===== config.mk =====
export PLATFORM = sky130hd
export DESIGN_NAME = opsz_seq
export DESIGN_NICKNAME = d
export VERILOG_FILES = /design/src/rtl/opsz_pkg.sv /design/src/rtl/opsz_ctrl.sv /design/src/rtl/opsz_lane_mux.sv /design/src/rtl/opsz_rd_merge.sv /design/src/rtl/opsz_seq.sv
export SDC_FILE = /design/constraint.sdc
export NUM_CORES = 1
export LEC_CHECK = 0
export CORE_ASPECT_RATIO = 2
export CORE_MARGIN = 2
export CORE_UTILIZATION = 49
export DETAILED_ROUTE_END_ITERATION = 10
export GPL_ROUTABILITY_DRIVEN = 0
export GPL_TIMING_DRIVEN = 0
export PLACE_DENSITY = 0.84
export SLEW_MARGIN = 20
export SYNTH_ARGS = -nofsm -noshare
export SYNTH_HDL_FRONTEND = slang
export SYNTH_HIERARCHICAL = 1
export SYNTH_SLANG_ARGS = --single-unit

===== constraint.sdc =====
create_clock -name clk -period 3.5 [get_ports clk]
set_input_delay 0.875 -clock clk [delete_from_list [all_inputs] [get_ports clk]]
set_output_delay 0.875 -clock clk [all_outputs]
set_load 0.02 [all_outputs]

===== src/rtl/opsz_pkg.sv =====
package opsz_pkg;
  localparam int OP_W   = 32;
  localparam int PORT_W = 16;
  localparam int LANE_W = 8;

  typedef enum logic [1:0] {
    SZ_LONG  = 2'b00,
    SZ_BYTE  = 2'b01,
    SZ_WORD  = 2'b10,
    SZ_THREE = 2'b11
  } opsz_e;

  typedef enum logic [1:0] {
    ST_IDLE,
    ST_FIRST,
    ST_SECOND
  } seq_st_e;
endpackage


===== src/rtl/opsz_ctrl.sv =====
module opsz_ctrl
  import opsz_pkg::*;
(
  input  logic  clk,
  input  logic  rst_n,
  input  logic  req_valid,
  input  opsz_e req_size,
  input  logic  req_addr0,
  input  logic  bus_done,
  output logic  req_ready,
  output logic  accept,
  output logic  bus_cyc,
  output logic  phase2,
  output logic  capture,
  output logic  capture_hi,
  output logic  rsp_ack,
  output logic  rsp_addr_err
);
  seq_st_e state_q;
  logic    is_long_q;
  logic    ack_q, err_q;
  logic    bad_req, reject, final_done;

  assign bad_req    = (req_size == SZ_THREE) || ((req_size != SZ_BYTE) && req_addr0);
  assign req_ready  = (state_q == ST_IDLE);
  assign accept     = req_ready && req_valid && !bad_req;
  assign reject     = req_ready && req_valid && bad_req;
  assign bus_cyc    = (state_q != ST_IDLE);
  assign phase2     = (state_q == ST_SECOND);
  assign capture    = bus_cyc && bus_done;
  assign capture_hi = capture && (state_q == ST_FIRST) && is_long_q;
  assign final_done = capture && ((state_q == ST_SECOND) || !is_long_q);
  assign rsp_ack      = ack_q;
  assign rsp_addr_err = err_q;

  always_ff @(posedge clk) begin
    if (!rst_n) begin
      state_q   <= ST_IDLE;
      is_long_q <= 1'b0;
      ack_q     <= 1'b0;
      err_q     <= 1'b0;
    end else begin
      ack_q <= final_done;
      err_q <= reject;
      unique case (state_q)
        ST_IDLE: if (accept) begin
          state_q   <= ST_FIRST;
          is_long_q <= (req_size == SZ_LONG);
        end
        ST_FIRST:  if (bus_done) state_q <= is_long_q ? ST_SECOND : ST_IDLE;
        ST_SECOND: if (bus_done) state_q <= ST_IDLE;
        default:   state_q <= ST_IDLE;
      endcase
    end
  end

  AST_REJECT_NO_CYCLE: assert property (@(posedge clk) disable iff (!rst_n)
    reject |=> (rsp_addr_err && !bus_cyc));
  AST_ERR_NO_ACK: assert property (@(posedge clk) disable iff (!rst_n)
    rsp_addr_err |-> !rsp_ack);
  AST_ACK_SINGLE: assert property (@(posedge clk) disable iff (!rst_n)
    rsp_ack |=> !rsp_ack);
  AST_READY_IDLE: assert property (@(posedge clk) disable iff (!rst_n)
    rsp_ack |-> (req_ready && !bus_cyc));
endmodule


===== src/rtl/opsz_lane_mux.sv =====
module opsz_lane_mux
  import opsz_pkg::*;
(
  input  opsz_e              size,
  input  logic               phase2,
  input  logic [OP_W-1:0]    wdata,
  output logic [PORT_W-1:0]  dout
);
  always_comb begin
    if (size == SZ_BYTE)
      dout = {2{wdata[LANE_W-1:0]}};
    else if ((size == SZ_LONG) && !phase2)
      dout = wdata[OP_W-1:PORT_W];
    else
      dout = wdata[PORT_W-1:0];
  end
endmodule


===== src/rtl/opsz_rd_merge.sv =====
module opsz_rd_merge
  import opsz_pkg::*;
(
  input  logic              clk,
  input  logic              rst_n,
  input  logic              clear,
  input  logic              capture,
  input  logic              capture_hi,
  input  logic              byte_mode,
  input  logic              addr0,
  input  logic [PORT_W-1:0] din,
  output logic [OP_W-1:0]   rdata
);
  logic [OP_W-1:0]   opreg_q;
  logic [LANE_W-1:0] picked;

  assign picked = addr0 ? din[LANE_W-1:0] : din[PORT_W-1:LANE_W];
  assign rdata  = opreg_q;

  always_ff @(posedge clk) begin
    if (!rst_n)
      opreg_q <= '0;
    else if (clear)
      opreg_q <= '0;
    else if (capture) begin
      if (capture_hi)
        opreg_q[OP_W-1:PORT_W] <= din;
      else if (byte_mode)
        opreg_q[LANE_W-1:0] <= picked;
      else
        opreg_q[PORT_W-1:0] <= din;
    end
  end
endmodule


===== src/rtl/opsz_seq.sv =====
module opsz_seq
  import opsz_pkg::*;
#(
  parameter int ADDR_W = 24
) (
  input  logic              clk,
  input  logic              rst_n,
  input  logic              req_valid,
  output logic              req_ready,
  input  logic              req_write,
  input  logic [1:0]        req_size,
  input  logic [ADDR_W-1:0] req_addr,
  input  logic [31:0]       req_wdata,
  output logic              rsp_ack,
  output logic              rsp_addr_err,
  output logic [31:0]       rsp_rdata,
  output logic              bus_cyc,
  output logic              bus_rw,
  output logic [ADDR_W-1:0] bus_addr,
  output logic [1:0]        bus_siz,
  output logic [15:0]       bus_dout,
  input  logic [15:0]       bus_din,
  input  logic              bus_done
);
  localparam logic [ADDR_W-1:0] WORD_STEP = ADDR_W'(PORT_W / LANE_W);

  opsz_e             size_q;
  logic              write_q;
  logic [ADDR_W-1:0] addr_q;
  logic [OP_W-1:0]   wdata_q;
  logic              accept, phase2, capture, capture_hi;

  opsz_ctrl u_ctrl (
    .clk(clk), .rst_n(rst_n), .req_valid(req_valid),
    .req_size(opsz_e'(req_size)), .req_addr0(req_addr[0]), .bus_done(bus_done),
    .req_ready(req_ready), .accept(accept), .bus_cyc(bus_cyc), .phase2(phase2),
    .capture(capture), .capture_hi(capture_hi),
    .rsp_ack(rsp_ack), .rsp_addr_err(rsp_addr_err)
  );

  always_ff @(posedge clk) begin
    if (!rst_n) begin
      size_q  <= SZ_BYTE;
      write_q <= 1'b0;
      addr_q  <= '0;
      wdata_q <= '0;
    end else if (accept) begin
      size_q  <= opsz_e'(req_size);
      write_q <= req_write;
      addr_q  <= req_addr;
      wdata_q <= req_wdata;
    end
  end

  assign bus_rw   = !write_q;
  assign bus_siz  = phase2 ? SZ_WORD : size_q;
  assign bus_addr = phase2 ? (addr_q + WORD_STEP) : addr_q;

  opsz_lane_mux u_mux (
    .size(size_q), .phase2(phase2), .wdata(wdata_q), .dout(bus_dout)
  );

  opsz_rd_merge u_merge (
    .clk(clk), .rst_n(rst_n), .clear(accept), .capture(capture),
    .capture_hi(capture_hi), .byte_mode(size_q == SZ_BYTE), .addr0(addr_q[0]),
    .din(bus_din), .rdata(rsp_rdata)
  );

  AST_HOLD_QUALIFIERS: assert property (@(posedge clk) disable iff (!rst_n)
    (bus_cyc && !bus_done) |=> (bus_cyc && $stable(bus_addr) && $stable(bus_siz)
                                && $stable(bus_rw) && $stable(bus_dout)));
  AST_LONG_SECOND_HALF: assert property (@(posedge clk) disable iff (!rst_n)
    (bus_cyc && bus_done && bus_siz == 2'b00) |=>
      (bus_cyc && bus_siz == 2'b10 && bus_addr == $past(bus_addr) + WORD_STEP));
  AST_BYTE_BOTH_LANES: assert property (@(posedge clk) disable iff (!rst_n)
    (bus_cyc && !bus_rw && bus_siz == 2'b01) |-> (bus_dout[15:8] == bus_dout[7:0]));
  AST_NO_ODD_WIDE: assert property (@(posedge clk) disable iff (!rst_n)
    (bus_cyc && bus_siz != 2'b01) |-> !bus_addr[0]);
endmodule


==> results of run 1 <==
[metrics by stage]
stage	util	worst slack (ps)
after floorplan	-	775
after detailed placement	0.691	87.8
after CTS	0.721	1.69
final	0.727	135
after global placement	0.691	108
after global routing	0.727	5.16
[kinds of logic (layout without fill, tap and decap cells)]
logic type	after synthesis	count (layout)	share of synthesized area
and+or+nand+nor	175	175	0.221
DFF	96	96	0.428
muxes	85	85	0.192
AOI/OAI and AO/OA	45	45	0.0714
buffers and inverters	33	208	0.0413
xor gates and xnor gates	22	22	0.0430
adders and majority gates	1	1	0.00279
[state kept, by name (all words and copies together), names as in the netlist]
signal / flops
u_ctrl/state_q: 2
u_ctrl/rsp_addr_err: 1
wdata_q: 32
size_q: 2
write_q: 1
u_merge/rdata: 32
u_ctrl/is_long_q: 1
u_ctrl/rsp_ack: 1
addr_q: 24
[worst max path at each step]
| stage | cells after the start | slack (ps) | endpoint |
|---|---|---|---|
| floorplan | 6 | 780 | bus_addr[18] |
| global placement | 7 | 110 | bus_addr[18] |
| detailed placement | 7 | 90 | bus_addr[18] |
| CTS | 7 | 2 | bus_addr[21] |
| global route | 6 | 5 | bus_addr[7] |
| finish | 6 | 140 | bus_addr[7] |
[timing repair]
action	4_1_cts	5_1_grt
setup buffers	1	2
endpoints found under the setup margin	14	12
gates resized for setup	7	12
pin swaps	1	0
[final cells by class]
type / instances / area (sq um)
flip-flops and latches: 96 / 1920
repair buffers: 160 / 1620
plain buffers: 29 / 170
clock buffers: 11 / 233
inverters: 4 / 15.0
multi-input cells: 328 / 2400
clock inverters: 4 / 22.5
fillers: 701 / 2450
well taps: 102 / 128
[cells in the mapped netlist]
| cell | n | area share |
|---|---|---|
| inv_1 | 4 | 0.0033 |
| a211oi_2 | 2 | 0.0056 |
| nand3_1 | 7 | 0.0078 |
| mux2i_1 | 75 | 0.17 |
| or2_1 | 1 | 0.0014 |
| a211oi_1 | 6 | 0.010 |
| or3b_4 | 1 | 0.0025 |
| buf_2 | 7 | 0.0078 |
| nand4_2 | 1 | 0.0028 |
| nand4_1 | 4 | 0.0056 |
| nor2_4 | 1 | 0.0025 |
| buf_1 | 2 | 0.0017 |
| o31ai_4 | 1 | 0.0047 |
| o22ai_1 | 8 | 0.011 |
| or2_2 | 2 | 0.0028 |
| and4b_1 | 1 | 0.0022 |
| xor2_1 | 7 | 0.014 |
| clkbuf_1 | 9 | 0.0075 |
| nor4_4 | 1 | 0.0047 |
| nand2b_1 | 5 | 0.0070 |
| xnor2_1 | 15 | 0.029 |
| nor3b_1 | 1 | 0.0017 |
| buf_6 | 3 | 0.0075 |
| and4_1 | 3 | 0.0059 |
| and3_1 | 1 | 0.0014 |
| o32ai_1 | 8 | 0.016 |
| and2_1 | 1 | 0.0014 |
| nor2_1 | 31 | 0.026 |
| nor3_2 | 1 | 0.0022 |
| o21a_1 | 2 | 0.0033 |
| nand2_1 | 44 | 0.037 |
| dfxtp_1 | 96 | 0.43 |
| nand4_4 | 1 | 0.0047 |
| nor2b_1 | 64 | 0.089 |
| nor3b_2 | 1 | 0.0028 |
| mux2_2 | 8 | 0.020 |
| nor4_2 | 1 | 0.0028 |
| buf_4 | 8 | 0.013 |
| nor2_8 | 1 | 0.0045 |
| o221ai_1 | 1 | 0.0020 |
| mux2_1 | 2 | 0.0050 |
| nor4b_1 | 1 | 0.0020 |
| a21oi_1 | 17 | 0.019 |
| ha_1 | 1 | 0.0028 |
[metal layers]
layer  up-vias  wire (um)
met5         -          0
met4         0        397
met3        21        726
met2       151       6780
met1      1822       4320
li1       1900          -
[tightest hold or removal path, cell delays in order (launching register included)]
cell	delay, ps
dfxtp_1	310
nand2_1	50
a21oi_1	50
[power by group through the flow]
stage          clock (mW)  sequential, mW  combinational (mW)
6_report            0.863            1.18               0.475
5_1_grt             0.920            1.18               0.507
2_1_floorplan           0            1.20               0.249
3_5_place_dp            0            1.20               0.477
3_3_place_gp            0            1.20               0.469
4_1_cts             0.883            1.18               0.480
==> metrics.md, run 1 <==
| Metric | Value |
|---|---|
| Run status | finished, final reports clean |
| CTS H-tree lvls | 3 |
| Met2 Usage GRT | 0.468 |
| Total grt overflow | 0 |
| Max Freq | 297 MHz |
| Total die area | 9980 sq um |
| Reg-to-reg startpoint | u_ctrl/state_q[1] |
| Met3 usage | 0.0500 |
| Worst hold path depth | 2 |
| Leakage power | roughly 2.6 nW |
| Post-Syn Area | between 4000 and 5000 sq um |
| MaxCap Viol Count | 0 |
| Clock Latency Late Sink | 330 ps |
| Fin area | 6500 sq um |
| Crit path from | u_ctrl/state_q[1] |
| Routed Antenna Nets | 0 |
| Reg clk slew, reported paths | about 60 ps |
| Switching share of power | 0.258 |
| Routed wire length per instance | 16.6 um |
| Worst path cell trace | nor2b_2, buf_4, nand3_1, or2_2, xnor2_1, clkdlybuf4s50_1 |
| Vias per std cell | 5.31 |
| CTS Buf Count | 9 |
| Overall Global Routing Usage | 0.245 |
| Post-Route Setup TNS | 0 ps |
| Clk_skew | 2.96 ps |
| Crit-path leading delay family | buffers and inverters |
| Drt pass-1 iters | 4 |
| Slew Limit Fails | 0 |
| Worst hold endpoint | u_merge/rdata[19] |
| Worst r2r path cells | 7 |
| Die W | roughly 72 um |
| Rows | 49 |
| Flop-to-flop setup slack | 1350 ps |
| CP endpoint kind | output pin |
| Met1 usage | 0.242 |
| Post-detail-place hpwl | 9.51 mm |
| P_int | about 1.9 mW |
| # setup viols final | 0 |
| DRT iter0 DRCs | 88 |
| Largest net degree at the start of global routing | 15 |
| Power, Total | between 2 and 3 mW |
| CP max FO | 8 |
| CP Data Arrival Time | 2490 ps |
| Logic gate share of total power | 0.189 |
| Worst min path class | flip-flop to flip-flop |
| Syn Inst Count | 457 |
| Area delta synth->final | 45.0% |
| Cell variety after synth | 44 |
| Clk pwr share | 0.343 |
| Routed via count | 3894 |
| CTS Sinks | 96 |
| Antenna diode count | 0 |
| CP max stage delay | 620 ps |
| Dpl cells | 716 |
| Worst slew pin tran | 583 ps |
| Smallest hold slack | 454 ps |
| Data required, critical path | 2620 ps |
| Time the worst path needs with I/O delays and setup | 3360 ps |
| Total Routed Length | roughly 12 mm |
| Final Hold Fails | 0 |
| # DRC | 0 |
| Slowest cell on crit path | clkdlybuf4s50_1 |
| Buffers added on ports | 157 |
| Final Cycle Share | 0.961 |
| RSZ-0062 raised after global routing | no |
| Most Used Layer, Global Route | met2 |
| Hold_buf cts | 0 |
| Fin nets | 708 |
| Net switching power | around 0.65 mW |
| Most frequent cells in the layout | clkdlybuf4s50_1 (142), dfxtp_1 (96), mux2i_1 (75) |
| Peak supply drop | 0.331 mV |
| Initial antenna violation count | 0 |
| Vias in the first global route | 4046 |
| Sequential area share after synthesis | 0.428 |
| CTS tree | yes |
| PD cells | a little under 400 nW/um^2 |
| First-pass GRT wire length | 19.4 mm |
| Root buffer cell | clkbuf_16 |
| HP Start | u_merge/rdata[19] |
| Sequential power share | 0.468 |
| Number of synthesis warnings | 6 |
| I/O pin total | about 160 |
| DP Area | 6180 sq um |
| Reg-to-reg critical path endpoint | addr_q[12] |
| Slew HR | 0.611 |
| Syn Nets | 537 |
| Share of layout cells above drive strength 1 | 0.0918 |
| Mean Syn Cell Area | between 9 and 10 sq um |
| Commonest non-fill, non-tap cell in the layout | clkdlybuf4s50_1 |
| Core area | 8950 sq um |
| Final non-filler cell total | 734 |
| Clock tree buffer depth | 2 |
| Initial Util | 0.501 |
| Setup crit start kind | flip-flop |
| CP Class | flip-flop to output pin |
| Die Y | 139 um |
| #FFs+latches synth | 96 |
| Worst path bufs/invs | 2 |
Note: power is estimated with default switching activity, not from simulation.
==> run 2: changes to the inputs <==
--- a/config.mk
+++ b/config.mk
@@ -11,7 +11,7 @@
 export DETAILED_ROUTE_END_ITERATION = 10
 export GPL_ROUTABILITY_DRIVEN = 0
 export GPL_TIMING_DRIVEN = 0
-export PLACE_DENSITY = 0.84
+export PLACE_DENSITY = 0.86
 export SLEW_MARGIN = 20
 export SYNTH_ARGS = -nofsm -noshare
 export SYNTH_HDL_FRONTEND = slang
==> run 2 against run 1 <==
Core utilization grew 1.0 points; total power grew 10%; clock skew grew 0.58 ps; critical endpoint unchanged; largest cell class unchanged; largest power group unchanged.
==> metrics.md, run 2 (synthesized netlist as in run 1, its figures left out) <==
| Metric | Value |
|---|---|
| P_int | 2.11 mW (+13%) |
| Clock tree buffer depth | 2 (unchanged) |
| Routed Antenna Nets | 0 (unchanged) |
| Clock Latency Late Sink | 340 ps (about the same) |
| Root buffer cell | clkbuf_16 |
| Antenna diode count | 0 (unchanged) |
| Core area | 8950 sq um (unchanged) |
| Leakage power | 2.56 nW (-0.43%) |
| CTS tree | yes |
| Clk_skew | 3.53 ps (+0.575 ps) |
| Total Routed Length | 12.5 mm (+2.2%) |
| HP Start | u_merge/rdata[18] |
| Peak supply drop | 0.347 mV (+4.9%) |
| CTS Buf Count | 9 (unchanged) |
| Rows | 49 (unchanged) |
| Hold_buf cts | 0 (unchanged) |
| # DRC | 0 (unchanged) |
| Die W | 71.7 um (unchanged) |
| Slew Limit Fails | 0 (unchanged) |
| CTS Sinks | 96 (unchanged) |
| # setup viols final | 0 (unchanged) |
| Time the worst path needs with I/O delays and setup | 3320 ps (-42.2 ps) |
| Reg-to-reg startpoint | u_ctrl/state_q[0] |
| Data required, critical path | 2620 ps (about the same) |
| Setup crit start kind | flip-flop |
| Net switching power | 0.665 mW (+2.4%) |
| Most frequent cells in the layout | clkdlybuf4s50_1 (142), dfxtp_1 (96), mux2i_1 (75) |
| Worst min path class | flip-flop to flip-flop |
| CTS H-tree lvls | 3 (unchanged) |
| Commonest non-fill, non-tap cell in the layout | clkdlybuf4s50_1 |
| Total die area | 9980 sq um (unchanged) |
| Slew HR | 0.656 (+0.0444) |
| PD cells | 420 nW/um^2 (+8.7%) |
| I/O pin total | 158 (unchanged) |
| RSZ-0062 raised after global routing | no |
| Initial Util | 0.501 (unchanged) |
| Max Freq | 301 MHz (+1.3%) |
| DRT iter0 DRCs | 115 (+31%) |
| Routed wire length per instance | 17.0 um (+1.9%) |
| Die Y | 139 um (unchanged) |
| Post-Route Setup TNS | 0 ps (unchanged) |
| CP endpoint kind | output pin |
| Final Hold Fails | 0 (unchanged) |
| Reg clk slew, reported paths | 60 ps (about the same) |
| Switching share of power | 0.240 (-0.0184) |
| First-pass GRT wire length | 20.0 mm (+3.2%) |
| Routed via count | 3948 (+1.4%) |
| Vias per std cell | 5.36 (+1.1%) |
| Vias in the first global route | 4085 (+0.96%) |
| Worst slew pin tran | 516 ps (-66.6 ps) |
| CP Data Arrival Time | 2450 ps (-40 ps) |
| Buffers added on ports | 157 (unchanged) |
| FILL cells | 666 (-5.0%) |
| Area delta synth->final | 47.1% |
| Post-detail-place hpwl | 9.68 mm (+1.8%) |
| Drt pass-1 iters | 4 (unchanged) |
| Initial antenna violation count | 0 (unchanged) |
| Logic gate share of total power | 0.171 (-0.018) |
| Clk pwr share | 0.404 (+0.061) |
| CP max FO | 8 (unchanged) |
| Crit path from | u_ctrl/state_q[1] |
| Final Cycle Share | 0.949 (-0.0120) |
| Run status | finished, final reports clean |
| Final core utilization | 0.737 (+0.0105) |
| Largest net degree at the start of global routing | 16 (+1) |
| Overall Global Routing Usage | 0.256 (+0.0111) |
| MaxCap Viol Count | 0 (unchanged) |
| Share of layout cells above drive strength 1 | 0.0962 (+0.00444) |
| Sequential power share | 0.425 (-0.043) |
| Total grt overflow | 0 (unchanged) |
| CP Class | flip-flop to output pin |
| Fin nets | 709 (+0.14%) |
## run 2: through the flow
step	instances	setup slack, ps	total power [mW]	cell area (sq um)	hold slack, ps
2_1_floorplan	457	775	1.45	4490	477
3_3_place_gp	716	107	1.67	6180	442
3_5_place_dp	716	18.1	1.68	6180	445
4_1_cts	736	27.1	2.80	6570	455
5_1_grt	736	40.6	2.87	6600	481
6_report	736	177	2.77	6600	453
## run 2: what timing repair did
action                                  in CTS  in global routing
resized for setup                           13                  8
buffers inserted                             4                  0
endpoints found under the hold margin        0                  0
gates cloned                                 0                  0
endpoints found under the setup margin      15                 11
pin swaps                                    1                  1
## run 2: layout make-up
| cell class | count | area [sq um] | share of cell area |
|---|---|---|---|
| well taps | 102 | 128 | 0.0193 |
| plain buffers | 29 | 170 | 0.0258 |
| clock buffers | 11 | 243 | 0.0368 |
| inverters | 4 | 15.0 | 0.00228 |
| clock inverters | 5 | 104 | 0.0157 |
| flip-flops and latches | 96 | 1920 | 0.291 |
| multi-input cells | 328 | 2410 | 0.365 |
| repair buffers | 161 | 1610 | 0.243 |
## run 2: layer usage
metal | vias up | part of all wire | GRT usage
li1 | 1900 | - | -
met1 | 1838 | 0.34 | 0.248
met2 | 170 | 0.55 | 0.474
met3 | 40 | 0.064 | 0.0623
met4 | 0 | 0.046 | 0.144
met5 | - | 0 | 0
## run 2: critical path, cell delays in order, from the launching register on
cell,delay (ps)
dfxtp_1,430
nor2b_4,210
buf_4,180
nand3_1,140
or2_2,370
xnor2_1,140
clkdlybuf4s50_1,620
## run 2: final timing paths
kind                       endpoint  slack [ps]  depth (start not counted)
setup / recovery        bus_addr[7]         180                          6
hold / removal    u_merge/rdata[18]         450                          2
setup reg to reg          addr_q[5]        1300                          7
hold reg to reg   u_merge/rdata[18]         450                          2
## run 2: power by group through the flow
stage | clock (mW) | sequential, mW | combinational [mW]
3_3_place_gp | 0 | 1.20 | 0.468
5_1_grt | 1.18 | 1.18 | 0.505
3_5_place_dp | 0 | 1.20 | 0.477
6_report | 1.12 | 1.18 | 0.474
4_1_cts | 1.14 | 1.18 | 0.478
2_1_floorplan | 0 | 1.20 | 0.249
==> run 3: changes to the inputs <==
--- a/config.mk
+++ b/config.mk
@@ -7,11 +7,12 @@
 export LEC_CHECK = 0
 export CORE_ASPECT_RATIO = 2
 export CORE_MARGIN = 2
-export CORE_UTILIZATION = 49
+export CORE_UTILIZATION = 55
 export DETAILED_ROUTE_END_ITERATION = 10
+export DONT_BUFFER_PORTS = 1
 export GPL_ROUTABILITY_DRIVEN = 0
 export GPL_TIMING_DRIVEN = 0
-export PLACE_DENSITY = 0.86
+export PLACE_DENSITY = 0.7
 export SLEW_MARGIN = 20
 export SYNTH_ARGS = -nofsm -noshare
 export SYNTH_HDL_FRONTEND = slang
==> run 3 against run 2 <==
Combinational power down 39%; clock-buffer cell count up 1; largest power group unchanged; non-clock buffer count down 161; sequential power about the same.
==> metrics.md, run 3 (synthesized netlist as in run 1, its figures left out) <==
| Metric | Value |
|---|---|
| Fin area | 4930 sq um (-25%) |
| CTS H-tree lvls | 3 (unchanged) |
| Total die area | 8940 sq um (-10%) |
| Worst path bufs/invs | 1 (-1) |
| Flop-to-flop setup slack | 1330 ps (+30 ps) |
| First-pass GRT wire length | 16.4 mm (-18%) |
| FILL cells | 728 (+9.3%) |
| Worst slack, placed | 380 ps (+362 ps) |
| Clk pwr share | 0.390 (-0.014) |
| CP max FO | 8 (unchanged) |
| Vias per std cell | 5.74 (+7.0%) |
| Hold_buf cts | 0 (unchanged) |
| Switching share of power | 0.258 (+0.0183) |
| Area delta synth->final | 9.93% |
| RSZ-0062 raised after global routing | no |
| Most frequent cells in the layout | dfxtp_1 (96), mux2i_1 (75), nor2b_1 (64) |
| CP Class | flip-flop to output pin |
| Post-detail-place hpwl | 8.54 mm (-12%) |
| Slew Limit Fails | 0 (unchanged) |
| Post-Route Setup TNS | 0 ps (unchanged) |
| Final core utilization | 0.621 (-0.116) |
| Share of layout cells above drive strength 1 | 0.125 (+0.0285) |
| MaxCap Viol Count | 0 (unchanged) |
| Peak supply drop | 0.357 mV (+2.9%) |
| Worst slew pin tran | 566 ps (+50.0 ps) |
| Clock tree buffer depth | 2 (unchanged) |
| Core area | 7940 sq um (-11%) |
| CTS resizes | 0 (-13) |
| Leakage power | 1.81 nW (-29%) |
| # setup viols final | 0 (unchanged) |
| Buffers added on ports | 0 (-100%) |
| Fin nets | 548 (-23%) |
| Post-route setup slack | 218 ps (+40.2 ps) |
| PD cells | 490 nW/um^2 (+17%) |
| CTS Buf Count | 9 (unchanged) |
| Reg clk slew, reported paths | 60 ps (about the same) |
| # DRC | 0 (unchanged) |
| Slew HR | 0.620 (-0.0361) |
| CP max stage delay | 430 ps (-190 ps) |
| Initial antenna violation count | 0 (unchanged) |
| DP Area | 4610 sq um (-26%) |
| Routed Antenna Nets | 0 (unchanged) |
| Root buffer cell | clkbuf_16 |
| DRT iter0 DRCs | 97 (-16%) |
| Final Cycle Share | 0.938 (-0.0115) |
| Run status | finished, final reports clean |
| Setup crit start kind | flip-flop |
| Clk_skew | 7.02 ps (+3.49 ps) |
| Net switching power | 0.623 mW (-6.3%) |
| Max Freq | 305 MHz (+1.2%) |
| Die Y | 132 um (-5.5%) |
| Die W | 67.9 um (-5.3%) |
| Antenna diode count | 0 (unchanged) |
| Initial Util | 0.565 (+0.0636) |
| CP endpoint kind | output pin |
| Total Routed Length | 10.7 mm (-15%) |
| Worst min path class | flip-flop to flip-flop |
| Worst path cell trace | nor2b_1, buf_4, nand4_2, nor4_4, nand2_1, xnor2_1 |
| CTS Sinks | 96 (unchanged) |
| CP Data Arrival Time | 2410 ps (-40 ps) |
| P_int | 1.79 mW (-15%) |
| Routed wire length per instance | 18.7 um (+10%) |
| # Post-CTS Setup Buffers | 0 (-4) |
| I/O pin total | 158 (unchanged) |
| Rows | 46 (-6.1%) |
| Commonest non-fill, non-tap cell in the layout | dfxtp_1 |
| Clock Latency Late Sink | 330 ps (about the same) |
| Routed via count | 3267 (-17%) |
| Largest net degree at the start of global routing | 16 (unchanged) |
| Logic gate share of total power | 0.120 (-0.051) |
| CTS tree | yes |
| Vias in the first global route | 3336 (-18%) |
| Overall Global Routing Usage | 0.242 (-0.0144) |
| Time the worst path needs with I/O delays and setup | 3280 ps (-40.2 ps) |
| Drt pass-1 iters | 4 (unchanged) |
| Sequential power share | 0.490 (+0.065) |
| Total grt overflow | 0 (unchanged) |
| Final Hold Fails | 0 (unchanged) |
| Crit-path leading delay family | simple AND/OR/NAND/NOR gates |
| Slowest cell on crit path | xnor2_1 |
| Data required, critical path | 2620 ps (about the same) |
## run 3: path summary, 6_finish.rpt
kind | end | start | cells past startpoint
worst max register to register | addr_q[9] | u_ctrl/state_q[0] | 7
worst min register to register | wdata_q[18] | wdata_q[18] | 2
worst max-delay path | bus_addr[16] | u_ctrl/state_q[1] | 6
worst min-delay path | wdata_q[18] | wdata_q[18] | 2
## run 3: power by group through the flow
stage	registers [mW]	clock network (mW)	logic (mW)
after global routing	1.19	1.00	0.313
after global placement	1.21	0	0.285
after detailed placement	1.21	0	0.291
final	1.18	0.943	0.289
after floorplan	1.20	0	0.249
after CTS	1.18	0.962	0.292
## run 3: through the flow
| stage | hold slack [ps] | power (mW) | std cells |
|---|---|---|---|
| detailed placement | 505 | 1.50 | 553 |
| floorplan | 477 | 1.45 | 457 |
| CTS | 521 | 2.44 | 569 |
| finish | 519 | 2.42 | 569 |
| global route | 544 | 2.51 | 569 |
| global placement | 494 | 1.49 | 553 |
## run 3: area by class of cell
cell class,count,area (sq um),area share
Buffer,29,170,0.0345
Clock buffer,12,267,0.0540
Multi-Input combinational cell,328,2410,0.489
Clock inverter,4,27.5,0.00558
Tap cell,96,120,0.0244
Inverter,4,15.0,0.00304
Sequential cell,96,1920,0.390
## run 3: worst reg2reg max path, cell delays in order (launching register included)
cell and delay, ps:
dfxtp_1 360, or3b_4 440, nor2_4 140, clkbuf_1 200, buf_2 330, buf_4 280, mux2i_1 240, nor2b_1 70
## run 3: layer usage
layer	share of wire	global-route usage
met1	0.32	0.215
met2	0.57	0.473
met3	0.081	0.0719
met4	0.028	0.0867
met5	0	0
